## src/rtl/gclk_pkg.sv

```systemverilog
package gclk_pkg;
  // control word field positions
  localparam int CEN_BIT  = 0;
  localparam int OSEL_BIT = 1;  // bank select, low bit of source index
  localparam int PSEL_BIT = 2;  // PLL select, high bit of source index
  localparam int DEN_BIT  = 3;
  localparam int DIV_LSB  = 8;

  typedef enum logic [1:0] {
    SRC_OSC0 = 2'd0,
    SRC_OSC1 = 2'd1,
    SRC_PLL0 = 2'd2,
    SRC_PLL1 = 2'd3
  } src_e;
endpackage

```

## src/rtl/gclk_regs.sv

```systemverilog
module gclk_regs #(
  parameter int N_GEN  = 8,
  parameter int ADDR_W = 6,
  parameter int DATA_W = 32
) (
  input  logic                          clk_i,
  input  logic                          rst_ni,
  input  logic                          we_i,
  input  logic [ADDR_W-1:0]             addr_i,
  input  logic [DATA_W-1:0]             wdata_i,
  output logic [DATA_W-1:0]             rdata_o,
  output logic [N_GEN-1:0][DATA_W-1:0]  ctrl_o
);
  localparam int IDX_W = ADDR_W - 2;

  logic [IDX_W-1:0]                idx;
  logic [N_GEN-1:0]                wr_sel;
  logic [N_GEN-1:0][DATA_W-1:0]    ctrl_q;

  assign idx = addr_i[ADDR_W-1:2];

  for (genvar n = 0; n < N_GEN; n++) begin : g_reg
    assign wr_sel[n] = we_i && (idx == IDX_W'(n));

    always_ff @(posedge clk_i or negedge rst_ni) begin
      if (!rst_ni)        ctrl_q[n] <= '0;
      else if (wr_sel[n]) ctrl_q[n] <= wdata_i;
    end

    a_r1_write_lands: assert property (@(posedge clk_i) disable iff (!rst_ni)
      wr_sel[n] |=> ctrl_q[n] == $past(wdata_i));
  end

  // full decode: indices past the last generator read as zero
  always_comb begin
    rdata_o = '0;
    for (int n = 0; n < N_GEN; n++)
      if (idx == IDX_W'(n)) rdata_o = ctrl_q[n];
  end

  assign ctrl_o = ctrl_q;

  a_r2_one_write: assert property (@(posedge clk_i) disable iff (!rst_ni)
    $onehot0(wr_sel));
  a_r2_oob_quiet: assert property (@(posedge clk_i) disable iff (!rst_ni)
    (we_i && (int'(idx) >= N_GEN)) |=> $stable(ctrl_q));
endmodule

```

## src/rtl/gclk_src_sel.sv

```systemverilog
module gclk_src_sel #(
  parameter int N_SRC = 4,
  localparam int SEL_W = $clog2(N_SRC)
) (
  input  logic [N_SRC-1:0] src_en_i,
  input  logic [SEL_W-1:0] sel_i,
  output logic             tick_o
);
  assign tick_o = src_en_i[sel_i];
endmodule

```

## src/rtl/gclk_div.sv

```systemverilog
module gclk_div #(
  parameter int DIV_W = 8,
  parameter int N_SRC = 4,
  localparam int SEL_W = $clog2(N_SRC)
) (
  input  logic             clk_i,
  input  logic             rst_ni,
  input  logic             cen_i,
  input  logic [SEL_W-1:0] sel_i,
  input  logic             den_i,
  input  logic [DIV_W-1:0] div_i,
  input  logic [N_SRC-1:0] src_en_i,
  output logic             gclk_o
);
  // active (shadow) configuration, reloaded only where a low phase begins
  logic [SEL_W-1:0] sel_q;
  logic             den_q;
  logic [DIV_W-1:0] div_q;

  logic             run_q, run_n;
  logic             out_q, out_n;
  logic [DIV_W-1:0] cnt_q, cnt_n;
  logic             load;
  logic             tick;

  gclk_src_sel #(.N_SRC(N_SRC)) u_sel (
    .src_en_i (src_en_i),
    .sel_i    (sel_q),
    .tick_o   (tick)
  );

  always_comb begin
    run_n = run_q;
    out_n = out_q;
    cnt_n = cnt_q;
    load  = 1'b0;
    if (!run_q) begin
      out_n = 1'b0;
      cnt_n = '0;
      load  = 1'b1;
      run_n = cen_i;
    end else if (!den_q) begin
      if (!cen_i) begin
        run_n = 1'b0;
        out_n = 1'b0;
      end else begin
        out_n = tick;
        if (!tick) begin
          load  = 1'b1;
          cnt_n = '0;
        end
      end
    end else if (!out_q && !cen_i) begin
      run_n = 1'b0;
      out_n = 1'b0;
      cnt_n = '0;
    end else if (tick) begin
      if (cnt_q == div_q) begin
        cnt_n = '0;
        out_n = ~out_q;
        if (out_q) begin
          if (!cen_i) run_n = 1'b0;
          else        load  = 1'b1;
        end
      end else begin
        cnt_n = cnt_q + 1'b1;
      end
    end
  end

  always_ff @(posedge clk_i or negedge rst_ni) begin
    if (!rst_ni) begin
      run_q <= 1'b0;
      out_q <= 1'b0;
      cnt_q <= '0;
      sel_q <= '0;
      den_q <= 1'b0;
      div_q <= '0;
    end else begin
      run_q <= run_n;
      out_q <= out_n;
      cnt_q <= cnt_n;
      if (load) begin
        sel_q <= sel_i;
        den_q <= den_i;
        div_q <= div_i;
      end
    end
  end

  assign gclk_o = out_q;

  a_r4_idle_low: assert property (@(posedge clk_i) disable iff (!rst_ni)
    !run_q |-> !out_q);
  a_r5_cnt_range: assert property (@(posedge clk_i) disable iff (!rst_ni)
    (run_q && den_q) |-> cnt_q <= div_q);
  a_r7_hold_high: assert property (@(posedge clk_i) disable iff (!rst_ni)
    (run_q && den_q && out_q && !tick) |=> out_q);
  a_r8_cfg_at_low: assert property (@(posedge clk_i) disable iff (!rst_ni)
    (!$stable(div_q) || !$stable(den_q) || !$stable(sel_q)) |-> !out_q);
endmodule

```

## src/rtl/gclk_bank.sv

```systemverilog
module gclk_bank
  import gclk_pkg::*;
#(
  parameter int N_GEN  = 8,
  parameter int ADDR_W = 6,
  parameter int DATA_W = 32,
  parameter int DIV_W  = 8,
  parameter int N_SRC  = 4
) (
  input  logic              clk_i,
  input  logic              rst_ni,
  input  logic              we_i,
  input  logic [ADDR_W-1:0] addr_i,
  input  logic [DATA_W-1:0] wdata_i,
  output logic [DATA_W-1:0] rdata_o,
  input  logic [N_SRC-1:0]  src_en_i,
  output logic [N_GEN-1:0]  gclk_o
);
  localparam int SEL_W = $clog2(N_SRC);

  logic [N_GEN-1:0][DATA_W-1:0] ctrl;

  gclk_regs #(
    .N_GEN  (N_GEN),
    .ADDR_W (ADDR_W),
    .DATA_W (DATA_W)
  ) u_regs (
    .clk_i   (clk_i),
    .rst_ni  (rst_ni),
    .we_i    (we_i),
    .addr_i  (addr_i),
    .wdata_i (wdata_i),
    .rdata_o (rdata_o),
    .ctrl_o  (ctrl)
  );

  for (genvar n = 0; n < N_GEN; n++) begin : g_gen
    gclk_div #(
      .DIV_W (DIV_W),
      .N_SRC (N_SRC)
    ) u_div (
      .clk_i    (clk_i),
      .rst_ni   (rst_ni),
      .cen_i    (ctrl[n][CEN_BIT]),
      .sel_i    (ctrl[n][OSEL_BIT +: SEL_W]),
      .den_i    (ctrl[n][DEN_BIT]),
      .div_i    (ctrl[n][DIV_LSB +: DIV_W]),
      .src_en_i (src_en_i),
      .gclk_o   (gclk_o[n])
    );

    a_r4_stopped_low: assert property (@(posedge clk_i) disable iff (!rst_ni)
      (!ctrl[n][CEN_BIT] && !gclk_o[n]) |=> !gclk_o[n]);
  end
endmodule

```

## config.mk

```make
export PLATFORM = sky130hd
export DESIGN_NAME = gclk_bank
export DESIGN_NICKNAME = d
export VERILOG_FILES = /design/src/rtl/gclk_pkg.sv /design/src/rtl/gclk_regs.sv /design/src/rtl/gclk_src_sel.sv /design/src/rtl/gclk_div.sv /design/src/rtl/gclk_bank.sv
export SDC_FILE = /design/constraint.sdc
export NUM_CORES = 1
export LEC_CHECK = 0
export ABC_CLOCK_PERIOD_IN_PS = 2000
export BUFFER_PORTS_ARGS = -buffer_cell sky130_fd_sc_hd__buf_2
export CAP_MARGIN = 25
export CORE_UTILIZATION = 45
export DETAILED_ROUTE_END_ITERATION = 12
export GPL_TIMING_DRIVEN = 0
export PLACE_DENSITY = 0.72
export SYNTH_ARGS = -nofsm -noshare
export SYNTH_HDL_FRONTEND = slang
export SYNTH_SLANG_ARGS = --single-unit
```

## constraint.sdc

```tcl
create_clock -name clk_i -period 2 [get_ports clk_i]
set_input_delay 0.2 -clock clk_i [delete_from_list [all_inputs] [get_ports clk_i]]
set_output_delay 0.2 -clock clk_i [all_outputs]
set_load 0.03 [all_outputs]
```

== Yosys cells after proc, flatten, opt, wreduce, memory -nomap -nowiden ==
Index checks and enable logic that the tools add are counted.

* Register bits after elaboration: 424

* Add/sub/neg operators: 8
* $lt $le $gt $ge: 8
* Equal/unequal tests: 47
* Mux-type cells: 248
* Bitwise operators: 8
* Reduce and logical (&&, ||, !) cells: 49

{| class="wikitable"
|+ Operators by type and width
! kind !! count
|-
| $mux 8 || 56
|-
| $mux 32 || 8
|-
| $mux 1 || 176
|-
| $add 8x1->8 const B || 8
|-
| $eq 8x8->1 || 8
|-
| $ne 4x4->1 const B || 16
|-
| $ne 3x2->1 const B || 16
|-
| $lt 2x3->1 const B || 8
|-
| $reduce_and 3->1 || 8
|-
| $bmux 1 s2 || 8
|-
| $eq 4x3->1 const B || 4
|-
| $logic_and 1x1->1 || 16
|-
| $logic_not 1->1 || 16
|-
| $reduce_and 2->1 || 8
|-
| $eq 4x2->1 const B || 2
|-
| $not 1->1 || 8
|-
| $eq 4x1->1 const B || 1
|-
| $logic_not 4->1 || 1
|}

== Logic depth before layout (Yosys ltp) ==
* Word-level depth: 9
* Depth in mapped cells: 8
* Mapped depth without buffers: 6

== By module ==
Synthesis repeated with hierarchy kept, for this count alone.

* Cells, all modules: 1711
* Area, all modules: 21544.4 um^2

{| class="wikitable"
|+ By module, submodules not included
! module !! instances !! cells an instance !! area each (um^2) !! sequential area each (um^2)
|-
| gclk_regs || 1 || 864 || 11880.1 || 6406.1
|-
| gclk_div (g_gen[0].u_div ...) || 5 || 106 || 1187.4 || 525.5
|-
| gclk_div (g_gen[1].u_div ...) || 3 || 103 || 1182.4 || 525.5
|-
| gclk_src_sel || 8 || 1 || 22.5 || 0.0
|}

== Worst setup path before layout ==
Ideal clock, no wire load.

* Path type: input to output
* From: in addr_i[3]
* To: out rdata_o[10]
* Arrival: 2.152 ns
* Required time: 1.800 ns
* Slack: -0.352 ns
* Cell stages on the path: 6
* Path through: buf_2 -> buf_2 -> buf_1 -> mux4_2 -> nor2_1 -> nor4_1

* Longest elaborated chain between the ends: 9
* Elaborated cells on any way between the ends: 16
* Classes of those cells: eq/ne: 7; mux: 8; reduce/logical: 1

{| class="wikitable"
|+ Ends and longest elaborated chain
! what !! line !! RTL
|-
| start, declared || gclk_bank.sv:13 || <nowiki>input logic [ADDR_W-1:0] addr_i,</nowiki>
|-
| $logic_not 4->1 || gclk_regs.sv:38 || <nowiki>if (idx == IDX_W'(n)) rdata_o = ctrl_q[n];</nowiki>
|-
| $mux 32 (7 in series) || gclk_regs.sv:38 ||
|-
| $mux 32 (*) || gclk_regs.sv:38 ||
|-
| end, declared || gclk_bank.sv:15 || <nowiki>output logic [DATA_W-1:0] rdata_o,</nowiki>
|}

Every way passes the cells marked *; elsewhere a longest branch is shown, timed or not.

== Worst setup path in the final report ==
* From: reg u_regs.ctrl_q, in the netlist u_regs.ctrl_o[105]
* To: out rdata_o[9]

* Longest elaborated chain between the ends: 5

{| class="wikitable"
|+ Ends and longest elaborated chain
! what !! line !! RTL
|-
| start, declared || gclk_regs.sv:18 || <nowiki>logic [N_GEN-1:0][DATA_W-1:0] ctrl_q;</nowiki>
|-
| start signal, assigned by index || gclk_regs.sv:27 || <nowiki>else if (wr_sel[n]) ctrl_q[n] <= wdata_i;</nowiki>
|-
| $mux 32 (5 in series) || gclk_regs.sv:38 ||
|}

No other way between the ends.

==> summary.md <==
| Metric | Value |
|---|---|
| Synth async-reset ratio | `1.000` |
| PortBufs | `80` |
| WHS Path Cells | `3` |
| Yosys cell types | `66` |
| Net Count, Synth | `1,702` |
| Top cells by count, synth | `dfrtp_1 (424), mux2_2 (304), nand2_1 (105)` |
| H-Tree Level Count | `2` |
| Synthesis-to-finish area growth | `23.11%` |
| Worst setup SP type | `register` |
| Util after Layout | `0.5660` |
| Hold Path End | `u_regs.ctrl_o[160]` |
| Leading area contributor after synthesis | `dfrtp_1` |
| I/O pins | `85` |
| Core outline area | `0.04451 mm2` |
| Setup TNS Final | `-3.883 ns` |
| Placer congestion estimate | `0.8809` |
| Die W | `approximately 220 um` |
| WL final | `57.66 mm` |
| Worst hold path class | `in -> reg` |
| Clk slew on worst S/H paths | `0.06 ns` |
| Max-slew violations | `0` |
| CP Class | `reg -> out` |
| Crit. Startpoint | `u_regs.ctrl_o[105]` |
| Largest cells by area after synthesis | `dfrtp_1 (52%), mux2_2 (17%), mux4_2 (3.6%)` |
| Post-synthesis xor/xnor area fraction | `0.02739` |
| Reg2reg start | `g_gen[3].u_div.sel_q[0]` |
| Clock root buffer master | `clkbuf_16` |
| Mapped cell area | `0.02046 mm2` |
| DRC | `0` |
| CP Max Fanout | `2` |
| Max Freq | `443.3 MHz` |
| Worst r2r dst | `g_gen[3].u_div.div_q[5]` |
| Remaining antenna violation count after routing | `0` |
| First DRT Iteration DRCs | `between 1,000 and 1,500` |
| Number of global-route vias before repair | `15,200` |
| Die Y-Extent | `between 200 and 250 um` |
| R2r setup slk | `-0.05 ns` |
| Row count | `77` |
| Fill count | `approximately 3,500` |
| Worst path arrival time | `about 2 ns` |
| Mean Syn Cell Area | `between 10 and 15 um2` |
| Final Worst Setup Slack | `-0.2559 ns` |
| Fin crit share | `1.128` |
| Clk buf depth | `3` |
| VDD IR max | `0.0007583 V` |
| CTS tree | `built` |
| Max-Cap Viols | `0` |
| RSZ-0062 raised after global routing | `true` |
| Yosys warns | `0` |
| Post-synthesis adder-cell area fraction | `0.004892` |
| GRT Overall Usage | `0.2442` |
| Skew-Pair Late Insertion Delay | `0.57 ns` |
| Fin crit period | `2.256 ns` |
| Layout net count | `1,940` |
| Placement Cell Area | `~0.022 mm2` |
| DP HPWL | `37.81 mm` |
| Synth top area share | `0.5185` |
| Leak | `11.16 nW` |
| Num CTS Buffers | `45` |
| Slew @ Worst Pin | `0.8383 ns` |
| Grt ovf | `0` |
| Sequential area share after synthesis | `0.5185` |
| Initial antenna violation count | `7` |
| Post-synth EDFFs | `0` |
| Routed vias | `around 15,000` |
| Post-synthesis simple-gate area fraction | `0.08585` |
| Final setup violation count | `between 50 and 60` |
| Worst Clk Skew | `0.01304 ns` |
| Run status | `finished, violations left` |
| CTS sink cnt | `around 420` |
| Detailed-route wire length per cell | `about 23 um` |
| Largest net degree at the start of global routing | `123` |
| Via density | `6.008` |
| Global-route wire length before repair | `87.75 mm` |
| #FFs+latches synth | `424` |
| Largest family of logic cells by synthesized area | `multiplexers` |
| Share of cells above drive strength 1 | `0.4313` |
| Full die area | `0.04633 mm2` |
| Main synth FF type | `dfrtp_1` |
| Hold Startpoint | `wdata_i[0]` |
| R2R cell count | `6` |
| Synth Area in Compound Gates | `0.1013` |
| PwrDens | `about 1200 mW/mm2` |
| Final hold viol count | `0` |
| Mux cell area share after synthesis | `0.2365` |
| Mapped Cells | `1,649` |
| CP Capture Type | `primary output` |
| Starting Density | `0.4597` |
| Pre-Repair DR Iteration Count | `5` |
| Failing checks | `setup timing` |
| Worst Path Required | `1.80 ns` |
| Finished Cell Area | `0.02519 mm2` |
| WHS | `0.03463 ns` |
| Most frequent cell after synthesis | `dfrtp_1` |
| Max_slew headroom | `0.4411` |
[state kept, by name, indices dropped and copies added (netlist names)]
| name | flops |
|---|---|
| u_regs.ctrl_o | 256 |
| g_gen.u_div.cnt_q | 64 |
| g_gen.u_div.div_q | 64 |
| g_gen.u_div.sel_q | 16 |
| g_gen.u_div.den_q | 8 |
| g_gen.u_div.gclk_o | 8 |
| g_gen.u_div.run_q | 8 |
[worst max path at each step]
stage / endpoint / slack (ns) / cells after the start
2_1_floorplan: rdata_o[10] / -0.02 / 6
3_3_place_gp: g_gen[6].u_div.cnt_q[3] / -7.52 / 1
3_5_place_dp: rdata_o[14] / -1.13 / 8
4_1_cts: rdata_o[13] / -0.27 / 6
5_1_grt: rdata_o[9] / -0.32 / 6
6_report: rdata_o[9] / -0.26 / 6
[layer usage]
layer	wire length, um	share of wire	global-route usage
met1	23830	0.41	0.3259
met2	27640	0.48	0.3963
met3	4139	0.072	0.04628
met4	2044	0.035	0.09031
met5	15	0.00026	0
[worst max-delay path, stage by stage (launching register included)]
cell and delay (ns):
dfrtp_1 0.41, mux2_4 0.29, a221oi_4 0.26, a21oi_2 0.06
a21oi_2 0.19, nor3_2 0.08, buf_4 0.20
[where the power goes]
part | total, W | internal [W] | leakage, nW | switching [W]
registers | 0.0125 | 0.0107 | 5.30 | 0.00179
logic | 0.00892 | 0.00475 | 5.16 | 0.00417
clock network | 0.00807 | 0.00465 | 0.695 | 0.00342
[timing repair]
| action | 4_1_cts | 5_1_grt |
|---|---|---|
| gates resized for setup | 205 | 109 |
| hold endpoints to repair | 215 | 0 |
| setup endpoints to repair | 192 | 155 |
| buffers inserted | 49 | 35 |
| pin swaps | 47 | 57 |
| cloned | 5 | 0 |
| hold buffers | 21 | 0 |
[placed cells by master, fill, tap and decap left out, types with 23 or more instances in the layout]
cell type    n
nand3_1     30
o22ai_1     33
nand2_1    104
mux2_4      45
clkbuf_16   45
o21ai_0     55
buf_6       36
xnor2_1     23
mux4_2      33
buf_2       78
inv_1       31
nor2_1      50
and3_1      23
buf_4      108
xor2_1      37
a21oi_1     41
dfrtp_1    413
nor2b_1     29
mux2_2     292
[metrics by stage]
step / power [W] / setup WS (ns) / instances
2_1_floorplan: 0.01736 / -0.02303 / 1649
3_3_place_gp: 0.01906 / -7.522 / 2321
3_5_place_dp: 0.01945 / -1.130 / 2324
4_1_cts: 0.02865 / -0.2673 / 2473
5_1_grt: 0.03082 / -0.3244 / 2510
6_report: 0.02953 / -0.2559 / 2513
[kinds of logic after synthesis]
group	after synthesis
AOI/OAI and AO/OA	315
xor gates and xnor gates	64
adders and majority gates	8
buffers and inverters	109
DFF	424
muxes	388
and+or+nand+nor	341
[area by class of cell]
cell class / instances / area (um2) / share of cell area
tap: 592 / 740.7 / 0.02940
buffer: 75 / 530.5 / 0.02106
antenna: 6 / 15.01 / 0.0005960
sequential: 424 / 10620 / 0.4217
multi-input combinational: 1116 / 10190 / 0.4046
timing repair buffer: 193 / 1575 / 0.06253
clock buffer: 59 / 1259 / 0.04997
inverter: 32 / 120.1 / 0.004768
clock inverter: 16 / 135.1 / 0.005364
Note: power is estimated with default switching activity, not from simulation.
